--- config.mk ---
export PLATFORM = sky130hd
export DESIGN_NAME = bus_master_ws
export DESIGN_NICKNAME = d
export VERILOG_FILES = /design/src/rtl/bm_pkg.sv /design/src/rtl/bm_fsm.sv /design/src/rtl/bm_lanes.sv /design/src/rtl/bus_master_ws.sv
export SDC_FILE = /design/constraint.sdc
export NUM_CORES = 1
export LEC_CHECK = 0
export CAP_MARGIN = 20
export CORE_ASPECT_RATIO = 1.1
export CORE_MARGIN = 5
export CORE_UTILIZATION = 38
export CTS_CLUSTER_SIZE = 10
export DETAILED_ROUTE_END_ITERATION = 10
export PLACE_DENSITY_LB_ADDON = 0.1
export SLEW_MARGIN = 40
export SYNTH_ARGS = -nofsm -noshare
export SYNTH_HDL_FRONTEND = slang
export SYNTH_SLANG_ARGS = --single-unit
export TNS_END_PERCENT = 100
--- constraint.sdc ---
create_clock -name clk_i -period 2.2 [get_ports clk_i]
set_input_delay 0.66 -clock clk_i [delete_from_list [all_inputs] [get_ports clk_i]]
set_output_delay 0.66 -clock clk_i [all_outputs]
set_load 0.01 [all_outputs]
--- src/rtl/bm_pkg.sv ---
package bm_pkg;
  typedef enum logic [2:0] {
    PH_IDLE,
    PH_ADDR,
    PH_HOLD,
    PH_SAMPLE,
    PH_REL
  } phase_e;
endpackage

--- src/rtl/bm_fsm.sv ---
module bm_fsm
  import bm_pkg::*;
(
  input  logic   clk_i,
  input  logic   rst_ni,
  input  logic   start_i,
  input  logic   two_beats_i,
  input  logic   rdy_ni,
  output phase_e phase_o,
  output logic   beat_o,
  output logic   capture_o,
  output logic   done_o
);
  phase_e phase_q, phase_d;
  logic   beat_q, beat_d;
  logic   done_d;

  always_comb begin
    phase_d = phase_q;
    beat_d  = beat_q;
    done_d  = 1'b0;
    unique case (phase_q)
      PH_IDLE: if (start_i) begin
        phase_d = PH_ADDR;
        beat_d  = 1'b0;
      end
      PH_ADDR:   phase_d = PH_HOLD;
      PH_HOLD:   phase_d = PH_SAMPLE;
      PH_SAMPLE: if (!rdy_ni) phase_d = PH_REL;
      PH_REL: begin
        if (two_beats_i && !beat_q) begin
          phase_d = PH_ADDR;
          beat_d  = 1'b1;
        end else begin
          phase_d = PH_IDLE;
          done_d  = 1'b1;
        end
      end
      default: phase_d = PH_IDLE;
    endcase
  end

  always_ff @(posedge clk_i or negedge rst_ni) begin
    if (!rst_ni) begin
      phase_q <= PH_IDLE;
      beat_q  <= 1'b0;
      done_o  <= 1'b0;
    end else begin
      phase_q <= phase_d;
      beat_q  <= beat_d;
      done_o  <= done_d;
    end
  end

  assign phase_o   = phase_q;
  assign beat_o    = beat_q;
  assign capture_o = (phase_q == PH_SAMPLE) && !rdy_ni;

  // wait state: no ready keeps the sample phase
  p_wait_hold_r5: assert property (@(posedge clk_i) disable iff (!rst_ni)
    (phase_q == PH_SAMPLE && rdy_ni) |=> (phase_q == PH_SAMPLE));

  p_done_pulse_r9: assert property (@(posedge clk_i) disable iff (!rst_ni)
    done_o |=> !done_o);

  p_done_from_rel_r9: assert property (@(posedge clk_i) disable iff (!rst_ni)
    $rose(done_o) |-> ($past(phase_q) == PH_REL));
endmodule

--- src/rtl/bm_lanes.sv ---
module bm_lanes
  import bm_pkg::*;
#(
  parameter int DATA_W = 32,
  localparam int BE_W   = DATA_W / 8,
  localparam int HALF_W = DATA_W / 2,
  localparam int HB_W   = BE_W / 2
) (
  input  logic              clk_i,
  input  logic              rst_ni,
  input  logic              wide_i,
  input  logic              write_i,
  input  logic              beat_i,
  input  phase_e            phase_i,
  input  logic              capture_i,
  input  logic [DATA_W-1:0] wdata_i,
  input  logic [DATA_W-1:0] bus_data_i,
  output logic [BE_W-1:0]   be_no,
  output logic [DATA_W-1:0] dout_o,
  output logic              oe_o,
  output logic [DATA_W-1:0] rdata_o
);
  logic hi_sel;
  logic active;

  // reads fetch upper half first, writes send lower half first
  assign hi_sel = write_i ? beat_i : !beat_i;
  assign active = (phase_i != PH_IDLE);

  always_comb begin
    if (!active)     be_no = '1;
    else if (wide_i) be_no = '0;
    else if (hi_sel) be_no = {{HB_W{1'b0}}, {HB_W{1'b1}}};
    else             be_no = {{HB_W{1'b1}}, {HB_W{1'b0}}};
  end

  always_comb begin
    if (wide_i)      dout_o = wdata_i;
    else if (hi_sel) dout_o = {{HALF_W{1'b0}}, wdata_i[DATA_W-1:HALF_W]};
    else             dout_o = {{HALF_W{1'b0}}, wdata_i[HALF_W-1:0]};
  end

  assign oe_o = write_i && active;

  always_ff @(posedge clk_i or negedge rst_ni) begin
    if (!rst_ni) begin
      rdata_o <= '0;
    end else if (capture_i && !write_i) begin
      if (wide_i)      rdata_o <= bus_data_i;
      else if (hi_sel) rdata_o[DATA_W-1:HALF_W] <= bus_data_i[HALF_W-1:0];
      else             rdata_o[HALF_W-1:0]      <= bus_data_i[HALF_W-1:0];
    end
  end

  p_be_legal_r6: assert property (@(posedge clk_i) disable iff (!rst_ni)
    active |-> ($countones(be_no) == 0 || $countones(be_no) == HB_W));

  p_be_wide_r3: assert property (@(posedge clk_i) disable iff (!rst_ni)
    (active && wide_i) |-> (be_no == '0));
endmodule

--- src/rtl/bus_master_ws.sv ---
module bus_master_ws
  import bm_pkg::*;
#(
  parameter int ADDR_W = 30,
  parameter int DATA_W = 32,
  localparam int BE_W  = DATA_W / 8
) (
  input  logic              clk_i,
  input  logic              rst_ni,
  input  logic              wide_i,
  input  logic              req_valid_i,
  output logic              req_ready_o,
  input  logic [ADDR_W-1:0] req_addr_i,
  input  logic              req_write_i,
  input  logic [DATA_W-1:0] req_wdata_i,
  output logic              done_o,
  output logic [DATA_W-1:0] rdata_o,
  output logic [ADDR_W-1:0] bus_addr_o,
  output logic [BE_W-1:0]   bus_be_no,
  output logic              bus_strobe_no,
  output logic              bus_wr_o,
  input  logic              bus_rdy_ni,
  input  logic [DATA_W-1:0] bus_data_i,
  output logic [DATA_W-1:0] bus_data_o,
  output logic              bus_oe_o
);
  phase_e            phase;
  logic              beat, capture, accept;
  logic [ADDR_W-1:0] addr_q;
  logic              write_q;
  logic [DATA_W-1:0] wdata_q;

  assign req_ready_o = (phase == PH_IDLE);
  assign accept      = req_valid_i && req_ready_o;

  always_ff @(posedge clk_i or negedge rst_ni) begin
    if (!rst_ni) begin
      addr_q  <= '0;
      write_q <= 1'b0;
      wdata_q <= '0;
    end else if (accept) begin
      addr_q  <= req_addr_i;
      write_q <= req_write_i;
      wdata_q <= req_wdata_i;
    end
  end

  bm_fsm u_fsm (
    .clk_i       (clk_i),
    .rst_ni      (rst_ni),
    .start_i     (accept),
    .two_beats_i (!wide_i),
    .rdy_ni      (bus_rdy_ni),
    .phase_o     (phase),
    .beat_o      (beat),
    .capture_o   (capture),
    .done_o      (done_o)
  );

  bm_lanes #(.DATA_W(DATA_W)) u_lanes (
    .clk_i      (clk_i),
    .rst_ni     (rst_ni),
    .wide_i     (wide_i),
    .write_i    (write_q),
    .beat_i     (beat),
    .phase_i    (phase),
    .capture_i  (capture),
    .wdata_i    (wdata_q),
    .bus_data_i (bus_data_i),
    .be_no      (bus_be_no),
    .dout_o     (bus_data_o),
    .oe_o       (bus_oe_o),
    .rdata_o    (rdata_o)
  );

  assign bus_addr_o    = addr_q;
  assign bus_wr_o      = write_q;
  assign bus_strobe_no = !(phase == PH_ADDR || phase == PH_HOLD || phase == PH_SAMPLE);

  p_busy_no_ready_r2: assert property (@(posedge clk_i) disable iff (!rst_ni)
    accept |=> !req_ready_o);

  p_min_strobe_r4: assert property (@(posedge clk_i) disable iff (!rst_ni)
    $fell(bus_strobe_no) |=> !bus_strobe_no ##1 !bus_strobe_no);

  p_addr_stable_r10: assert property (@(posedge clk_i) disable iff (!rst_ni)
    (!bus_strobe_no && $past(!bus_strobe_no)) |-> $stable(bus_addr_o));

  p_oe_in_cycle_r8: assert property (@(posedge clk_i) disable iff (!rst_ni)
    bus_oe_o |-> (!bus_strobe_no || $past(!bus_strobe_no)));

  p_no_accept_busy_r2: assert property (@(posedge clk_i) disable iff (!rst_ni)
    (!bus_strobe_no) |-> !req_ready_o);
endmodule

==> flow_summary.ini <==
[sta]
period_minus_slack_ps = 2510
max_slew.worst_pin.slew_ps = 749
setup_viol = 18
slew_headroom_pct = 50.0
drv_slew = 0
fmaxAchievable_ghz = 0.398
holdWs_ps = 299
rsz0062_at_grt = true
hold_viol_final = 0
setup_slack_ps = -311
period_share_pct = 114
fin_worst_skew_ps = 10.1

[logic_synthesis]
yosysWarnings = 0
synth_area_per_cell_um2 = 13.8
ys_seq_elements = 100
syn-cell-area_mm2 = 0.00451
netlist_instances = 328
synth_nets = 428
yosysUniqueCellTypes = 29
seq_area_frac_synth_pct = 55.4

[floorplan]
core_mm2 = 0.0115
die_height_um = 124
start_util_pct = 39.1
pin_count = 203
num_rows = 41
die-area_mm2 = 0.0142
die_x_um = 114

[global_routing]
met3_usage_pct = 6.32
grt_pass1_wl_um = 20700
grt_pass1_vias = 3852
gr-max-usage-layer = met2
grtUsageMet1_pct = 22.9
track_usage_pct = 18.3
grt.met2_usage_pct = 29.7
grt_overflow_total = 0
grt_max_degree = 39
antenna_found_initial = 0

[worst_setup_path]
crit_path_end_kind = output port
start_kind = flop
cp_slowest_cell = dfrtp_1
cpPeakStageDelay_ps = 410
crit_required_ps = 1540
worstSetupPathType = reg -> out
critPathArrivalTime_ps = 1850
cp_common_cell = buf_6
crit_chain = xnor2_2 > nor2b_4 > clkbuf_16 > buf_6 > mux2_4 > buf_6
path_max_fanout = 8

[finish]
final_cells = 699
num-nets-final = 644
final_cell_mix = clkdlybuf4s50_1, dfrtp_1, mux2_2, inv_1, buf_6
fill_cells = 927
syn2layout_area_growth_pct = 63.7
antenna_cells = 0
drive_gt1_share_pct = 31.7
register_area_mm2 = 0.00250
design_area_mm2 = 0.00739
final_common_cell = clkdlybuf4s50_1
multi_input_area_mm2 = 0.00186

[pwr]
p_leak_nw = 3.36
p_per_area_mw_per_mm2 = 1430
peakVddDrop_uv = 744

[cts]
clkTransAtPathRegs_ps = 70
cts_buffers = 9
cts-root-buf = clkbuf_16
cts_buffer_depth = 2
htree_levels = 3
cts_tree = yes
clkLatencyLatePin_ps = 340
cts.sinks = 100

[drt]
routedWlPerCell_um = 18.3
drc = 0
via_per_inst = 5.03
dr.pass1.iters = 6
drtAntennaViolNets = 0
vias = 3513
drtIter0Drc = 106
drt_wl_total_um = 12800

[placement]
portBuffers = 202
globalplace.congestion = 0.785
placed_cell_area_mm2 = 0.00681
dp.cells = 676
place_hpwl_um = 9360

[run_status]
outcome = finished, violations left
violations = setup timing

[job]
cap_violations = 0

[min_path]
hold_path_class = in -> async
Yosys cell counts:
cell type	n	area share, %
nand3b_1	16	2.7
buf_2	6	0.67
nor2b_1	2	0.28
nor3b_4	1	0.42
and3_1	1	0.14
o22ai_1	1	0.14
inv_1	19	1.6
and2b_1	1	0.17
a2bb2oi_1	1	0.19
nor3b_2	1	0.28
o41ai_1	16	3.1
xnor2_1	1	0.19
a221o_1	16	3.5
clkbuf_1	8	0.67
nor3_1	2	0.22
or2_1	1	0.14
buf_6	7	1.7
nand2_1	2	0.17
mux2_2	95	24
buf_4	5	0.83
dfrtp_1	100	55
a21oi_1	1	0.11
nand4bb_1	1	0.25
o21bai_1	1	0.17
a21bo_2	1	0.22
and2_1	17	2.4
o21ai_0	1	0.11
nor2_1	1	0.083
or2_2	3	0.42
layer usage:
layer  routed length (um)  part of all wire, %
met1                 5320                   42
met2                 6220                   49
met3                 1070                  8.4
met4                  180                  1.4
met5                    0                    0
where the power goes:
part           total (mW)  switching, mW  internal [mW]  leakage, nW
Clock                1.74          0.683           1.06        0.162
Sequential           3.33          0.562           2.77         1.18
Combinational        5.49           2.03           3.46         2.01
Total                10.6           3.28           7.29         3.36
worst max-delay path: cells and delay by family (launching register included):
| kind | cells | cell delay, ps |
|---|---|---|
| mux | 1 | 290 |
| flops | 1 | 410 |
| buf+inv | 3 | 420 |
| xor+xnor | 1 | 190 |
| simple gates | 1 | 210 |
timing repair:
item	CTS	global route
gates cloned	2	0
hold endpoints to repair	0	0
buffers inserted	5	1
pin swaps	2	1
setup endpoints to repair	61	37
resized for setup	137	23
hold buffers	0	0
per-stage QoR:
step	power, mW	worst slack [ps]	util [%]	setup TNS, ps
6_report	10.6	-311	64.0	-4530
4_1_cts	10.7	-369	63.7	-8800
3_5_place_dp	8.51	-813	59.0	-37250
2_1_floorplan	5.75	22.7	-	0
3_3_place_gp	8.39	-802	58.9	-41890
5_1_grt	11.2	-376	64.0	-5690
cells by family after synthesis:
logic type | synth area share, %
flops | 55.4
mux | 23.7
simple gates | 7.57
buf+inv | 5.49
compound gates | 7.60
xor+xnor | 0.194
path summary, 6_finish.rpt:
check | from | endpoint | slack (ps) | cells past startpoint
setup / recovery | bus_wr_o | bus_data_o[12] | -310 | 6
hold / removal | rst_ni | wdata_q[8] | 300 | 1
setup reg to reg | u_fsm.phase_o[2] | u_lanes.rdata_o[28] | 280 | 6
hold reg to reg | u_lanes.rdata_o[12] | u_lanes.rdata_o[12] | 510 | 1
max in group asynchronous | rst_ni | u_fsm.phase_o[1] | 1280 | 2
min in group clk_i | u_lanes.rdata_o[12] | u_lanes.rdata_o[12] | 510 | 1
sequential cells by signal, indices dropped and copies added, names as in the netlist:
name / count
u_fsm.phase_o: 3
u_fsm.done_o: 1
u_fsm.beat_o: 1
bus_addr_o: 30
wdata_q: 32
bus_wr_o: 1
u_lanes.rdata_o: 32
area by class of cell:
type	count	share of cell area, %
Multi-Input combinational cell	183	25.1
Tap cell	150	2.54
Inverter	19	0.965
Clock buffer	11	3.42
Sequential cell	100	33.9
Timing Repair Buffer	231	33.0
Clock inverter	5	1.10
No activity file was read; power rests on OpenSTA's default activity.
